## config.mk

```make
export PLATFORM = sky130hd
export DESIGN_NAME = por_tmo_seq
export DESIGN_NICKNAME = d
export VERILOG_FILES = /design/src/rtl/por_tmo_pkg.sv /design/src/rtl/por_tmo_sync.sv /design/src/rtl/por_tmo_cnt.sv /design/src/rtl/por_tmo_fsm.sv /design/src/rtl/por_tmo_seq.sv
export SDC_FILE = /design/constraint.sdc
export NUM_CORES = 1
export LEC_CHECK = 0
export CORE_MARGIN = 10
export CORE_UTILIZATION = 50
export CTS_CLUSTER_SIZE = 8
export DETAILED_ROUTE_END_ITERATION = 7
export PLACE_DENSITY = 0.74
export REMOVE_ABC_BUFFERS = 1
export SYNTH_ARGS = -nofsm -noshare
export SYNTH_HDL_FRONTEND = slang
export SYNTH_SLANG_ARGS = --single-unit
```

## constraint.sdc

```tcl
create_clock -name clk -period 2 [get_ports clk]
set_input_delay 0.6 -clock clk [delete_from_list [all_inputs] [get_ports clk]]
set_output_delay 0.6 -clock clk [all_outputs]
set_load 0.005 [all_outputs]
```

## src/rtl/por_tmo_pkg.sv

```systemverilog
package por_tmo_pkg;

  typedef enum logic [2:0] {
    PH_IDLE = 3'd0,
    PH_PWRT = 3'd1,
    PH_OST  = 3'd2,
    PH_PLL  = 3'd3,
    PH_DONE = 3'd4
  } phase_e;

  localparam logic [2:0] MODE_HSPLL = 3'd3;

  // Modes 0..3 use a crystal or resonator and need the start-up count.
  function automatic logic needs_ost(input logic [2:0] mode);
    return ~mode[2];
  endfunction

  function automatic logic needs_pll(input logic [2:0] mode);
    return mode == MODE_HSPLL;
  endfunction

endpackage

```

## src/rtl/por_tmo_sync.sv

```systemverilog
module por_tmo_sync #(
  parameter int STAGES = 2
) (
  input  logic clk,
  input  logic rst_n,
  input  logic d,
  output logic q
);
  logic [STAGES-1:0] sh_q;
  logic [STAGES-1:0] sh_d;

  always_comb sh_d = {sh_q[STAGES-2:0], d};

  // Reset value 0 keeps the core held until the pin is seen high.
  always_ff @(posedge clk or negedge rst_n) begin
    if (!rst_n) sh_q <= '0;
    else        sh_q <= sh_d;
  end

  assign q = sh_q[STAGES-1];
endmodule

```

## src/rtl/por_tmo_cnt.sv

```systemverilog
module por_tmo_cnt #(
  parameter int CW = 12
) (
  input  logic          clk,
  input  logic          rst_n,
  input  logic          clr,
  input  logic          en,
  input  logic [CW-1:0] last,
  output logic          hit
);
  logic [CW-1:0] cnt_q;
  logic [CW-1:0] cnt_d;

  assign hit = en && (cnt_q == last);

  always_comb begin
    cnt_d = cnt_q;
    if (clr)      cnt_d = '0;
    else if (en)  cnt_d = hit ? '0 : cnt_q + 1'b1;
  end

  always_ff @(posedge clk or negedge rst_n) begin
    if (!rst_n) cnt_q <= '0;
    else        cnt_q <= cnt_d;
  end
endmodule

```

## src/rtl/por_tmo_fsm.sv

```systemverilog
module por_tmo_fsm
  import por_tmo_pkg::*;
#(
  parameter int PWRT_TICKS = 2048,
  parameter int OST_CYCLES = 1024,
  parameter int PLL_TICKS  = 63,
  parameter int CW         = 12
) (
  input  logic          clk,
  input  logic          rst_n,
  input  logic          por_evt,
  input  logic          pm_exit,
  input  logic [2:0]    osc_mode,
  input  logic          pwrt_dis,
  input  logic          rc_tick,
  input  logic          osc_tick,
  input  logic          hit,
  output phase_e        phase_q,
  output logic          cnt_en,
  output logic          cnt_clr,
  output logic [CW-1:0] cnt_last
);
  localparam logic [CW-1:0] PWRT_LAST = CW'(PWRT_TICKS - 1);
  localparam logic [CW-1:0] OST_LAST  = CW'(OST_CYCLES - 1);
  localparam logic [CW-1:0] PLL_LAST  = CW'(PLL_TICKS - 1);

  phase_e phase_d;
  phase_e first_ph;
  logic   crystal;
  logic   pll_on;

  assign crystal = needs_ost(osc_mode);
  assign pll_on  = needs_pll(osc_mode);

  always_comb begin
    if (!pwrt_dis)    first_ph = PH_PWRT;
    else if (crystal) first_ph = PH_OST;
    else              first_ph = PH_DONE;
  end

  // Tick source and terminal count per phase.
  always_comb begin
    cnt_en   = 1'b0;
    cnt_last = '0;
    unique case (phase_q)
      PH_PWRT: begin cnt_en = rc_tick;  cnt_last = PWRT_LAST; end
      PH_OST:  begin cnt_en = osc_tick; cnt_last = OST_LAST;  end
      PH_PLL:  begin cnt_en = rc_tick;  cnt_last = PLL_LAST;  end
      default: begin cnt_en = 1'b0;     cnt_last = '0;        end
    endcase
  end

  always_comb begin
    phase_d = phase_q;
    unique case (phase_q)
      PH_IDLE: phase_d = first_ph;
      PH_PWRT: if (hit) phase_d = crystal ? PH_OST : PH_DONE;
      PH_OST:  if (hit) phase_d = pll_on ? PH_PLL : PH_DONE;
      PH_PLL:  if (hit) phase_d = PH_DONE;
      PH_DONE: if (pm_exit && crystal) phase_d = PH_OST;
      default: phase_d = PH_IDLE;
    endcase
    if (por_evt) phase_d = PH_IDLE;
  end

  assign cnt_clr = (phase_d != phase_q);

  always_ff @(posedge clk or negedge rst_n) begin
    if (!rst_n) phase_q <= PH_IDLE;
    else        phase_q <= phase_d;
  end
endmodule

```

## src/rtl/por_tmo_seq.sv

```systemverilog
module por_tmo_seq
  import por_tmo_pkg::*;
#(
  parameter int PWRT_TICKS  = 2048,
  parameter int OST_CYCLES  = 1024,
  parameter int PLL_TICKS   = 63,
  parameter int SYNC_STAGES = 2
) (
  input  logic       clk,
  input  logic       rst_n,
  input  logic       por_evt,
  input  logic       pm_exit,
  input  logic       mclr_n,
  input  logic [2:0] osc_mode,
  input  logic       pwrt_dis,
  input  logic       rc_tick,
  input  logic       osc_tick,
  output logic       core_rst,
  output logic [2:0] phase
);
  localparam int MAX_AB = (PWRT_TICKS > OST_CYCLES) ? PWRT_TICKS : OST_CYCLES;
  localparam int MAX_N  = (MAX_AB > PLL_TICKS) ? MAX_AB : PLL_TICKS;
  localparam int CW     = $clog2(MAX_N + 1);

  logic          pin_ok;
  logic          cnt_en;
  logic          cnt_clr;
  logic          hit;
  logic [CW-1:0] cnt_last;
  phase_e        phase_q;

  por_tmo_sync #(.STAGES(SYNC_STAGES)) u_sync (
    .clk   (clk),
    .rst_n (rst_n),
    .d     (mclr_n),
    .q     (pin_ok)
  );

  por_tmo_fsm #(
    .PWRT_TICKS (PWRT_TICKS),
    .OST_CYCLES (OST_CYCLES),
    .PLL_TICKS  (PLL_TICKS),
    .CW         (CW)
  ) u_fsm (
    .clk      (clk),
    .rst_n    (rst_n),
    .por_evt  (por_evt),
    .pm_exit  (pm_exit),
    .osc_mode (osc_mode),
    .pwrt_dis (pwrt_dis),
    .rc_tick  (rc_tick),
    .osc_tick (osc_tick),
    .hit      (hit),
    .phase_q  (phase_q),
    .cnt_en   (cnt_en),
    .cnt_clr  (cnt_clr),
    .cnt_last (cnt_last)
  );

  por_tmo_cnt #(.CW(CW)) u_cnt (
    .clk   (clk),
    .rst_n (rst_n),
    .clr   (cnt_clr),
    .en    (cnt_en),
    .last  (cnt_last),
    .hit   (hit)
  );

  assign phase    = phase_q;
  assign core_rst = (phase_q != PH_DONE) || !pin_ok;
endmodule

```

==> impl_results.md <==
- Post-synth EDFFs: 0
- Total GRT Usage: between 10% and 20%
- Max clock buf depth: 2
- Die Wd: 66.7 µm
- R2r setup slk: 0.09 ns
- Hold_sp: u_sync.sh_q[0]
- Die Ht: around 67 µm
- Drc violations: 0
- Final critical-path share of the clock period: 95.5%
- Total grt overflow: 0
- Post-route design area: 1360 µm²
- Synth area leaders: dfrtp_1 (39%), nor2_1 (6.9%), xor2_1 (6.4%)
- Count leader, synth: nor2_1
- First-pass GRT wire length: 4.06 mm
- Clock net sink count: 17
- Crit path kind: register to register
- Initial DRC Count: 54
- Worst Tran Pin Value: about 0.49 ns
- Die area: around 4400 µm²
- Worst VDD drop: 0.000747 V
- Switching share of power: approximately 36%
- Ports: 15
- Hold Path End: u_sync.sh_q[1]
- RSZ-0062 raised after global routing: no
- Drt via density: roughly 5.7
- Sw power: 0.372 mW
- Top fanout value on the critical path: 6
- CTS Buf Count: 3
- Dpl cell area: around 1300 µm²
- Status: finished clean
- Slew HR: 67.3%
- Avg Inst Size Synth: about 9 µm²
- WHS Path Cells: 0
- Worst reg-to-reg path cell count: 5
- Sequential share of power: between 40% and 50%
- Share of cells above drive strength 1: approximately a fifth
- Final nets: 158
- Drt first pass iters: 4
- CP startpoint kind: register
- Critical Path RT: between 2 and 2.5 ns
- Synth cell count leaders: nor2_1 (20), dfrtp_1 (17), nand2_1 (8), xor2_1 (8), nand3_1 (6)
- Clock skew: around 0.0097 ns
- CTS H-tree lvls: 1
- Vias in the first global route: a little under 900
- Fin. Hold Viols: 0
- Largest net degree at the start of global routing: 18
- # setup viols final: 0
- Final WL: ~2.5 mm
- CTS tree: built
- Initial Util: 53.8%
- Pint: about 0.65 mW
- Initial antenna violation count: 0
- Tmin final: 1.91 ns
- Clock Latency Late Sink: slightly below 0.3 ns
- Post-route ant nets: 0
- Port Buffers: 14
- MaxCap Viol Count: 0
- Lkg Pwr: between 0.5 and 0.6 nW
- Clock Pin Slew Worst Setup and Hold Paths: about 0.10 ns
- FF+latch count, synth: 17
- Hold Buf Count CTS: 0
- # fillers: 172
- Async S/R FF share, synth: 100%
- Critical path data arrival time: approximately 2.1 ns
- Crit Reg-Reg Endpoint: u_fsm.phase_q[1]
- Post-synth top area cell: dfrtp_1
- Hold crit path type: register to register
- Power per standard cell area: 751 nW/µm²
- Clock root buffer: clkbuf_4
- Fin. max-slew vios: 0
- Utilization after layout: about two thirds
- Routability cong.: between 0.9 and 1
- Fmax: 523 MHz
- Synth top area share: slightly below 40%
- Cell area after synthesis: around 1100 µm²
- CP Capture Type: register
- Area Overhead vs Synth: 24.9%
- Comb pwr share: around two fifths
- Ys flop type: dfrtp_1
- Total inserted antenna cells: 0
- Yosys cell types: 39
- Sequential area share after synthesis: 39.1%
- Total negative slack: 0 ns
- Clk pwr share: a little under a fifth
- Final worst slack: between 0.08 and 0.09 ns
- Wire length per cell: ~15 µm
- Mapped Cells: 121
- Synth warn: 0
- Post-DP HPWL: ~1.8 mm
- Cell Rows: 16
- Hold_ws: around 0.36 ns
- Core area: between 2000 and 2500 µm²
- Via Count: ~980
- Pre-CTS WS: -0.282 ns
- FF-to-FF Start: u_cnt.cnt_q[2]
[repair_timing]
| item | in CTS | in global routing |
|---|---|---|
| resized for setup | 5 | 4 |
| setup buffers | 0 | 2 |
| pin swaps | 0 | 3 |
| gates cloned | 0 | 1 |
| setup endpoints to repair | 2 | 15 |
[cell usage in the layout (no fill, tap or decap), drive strengths merged, types with 2 or more instances in the layout]
cell           netlist  routed
o21ai                5       5
and4                 2       2
buf                  6      12
dfrtp               17      17
a21oi                4       4
nand3                6       6
and3                 4       4
a31o                 2       2
nand2b               2       2
xnor2                4       4
xor2                 8       8
nand4                4       4
nor3                 5       5
a22oi                2       2
clkdlybuf4s50        0      13
mux2i                2       2
nand2                8       8
nor2                20      20
a21bo                1       2
clkbuf               1       4
nand3b               2       2
[power by group through the flow]
stage,logic (mW),clock network (mW),registers (mW)
4_1_cts,0.359,0.184,0.420
3_5_place_dp,0.357,0,0.423
2_1_floorplan,0.198,0,0.416
3_3_place_gp,0.351,0,0.422
6_report,0.421,0.184,0.416
5_1_grt,0.462,0.204,0.421
[cell families after synthesis]
logic type / count (synthesis) / share of synthesized area, %
fa+ha+maj: 1 / 1.15
flops: 17 / 39.1
buf+inv: 8 / 5.52
compound gates: 21 / 13.9
simple gates: 60 / 28.9
xor+xnor: 12 / 9.66
mux: 2 / 1.84
[worst max-delay path by stage]
stage                         from  cells past startpoint               end  slack (ns)
global placement          osc_tick                      6   u_cnt.cnt_q[11]       -0.26
floorplan           u_cnt.cnt_q[1]                      5  u_fsm.phase_q[1]        0.21
detailed placement        osc_tick                      6    u_cnt.cnt_q[5]       -0.28
finish              u_cnt.cnt_q[2]                      5  u_fsm.phase_q[1]        0.09
global route               por_evt                      5    u_cnt.cnt_q[6]       0.004
CTS                       osc_tick                      6    u_cnt.cnt_q[3]        0.02
[critical path, cell delays in order, from the launching register on]
cell	delay, ns
dfrtp_1	0.45
or4_4	0.53
o31ai_2	0.19
a31o_2	0.23
a31oi_1	0.09
o31a_1	0.30
[through the flow]
| step | instances | power, mW |
|---|---|---|
| floorplan | 114 | 0.614 |
| global placement | 165 | 0.773 |
| CTS | 169 | 0.963 |
| detailed placement | 165 | 0.780 |
| finish | 172 | 1.02 |
| global route | 172 | 1.09 |
[state kept, by name, summed over array words and instances (netlist names)]
register	flops
u_cnt.cnt_q	12
u_sync.sh_q	2
u_fsm.phase_q	3
[final cells by class]
class | instances | area (µm²) | share of cell area, %
clock buffers | 4 | 26.3 | 1.93
repair buffers | 26 | 229 | 16.8
flip-flops and latches | 17 | 429 | 31.6
multi-input cells | 97 | 638 | 46.9
well taps | 27 | 33.8 | 2.48
inverters | 1 | 3.75 | 0.276
[routing by layer]
layer	vias up	part of all wire [%]	global-route usage, %
met4	0	0.36	3.40
met2	22	46	17.2
met3	2	4.5	2.17
li1	485	-	-
met1	469	50	15.2
met5	-	0	0
Power figures use the tool's default switching activity.
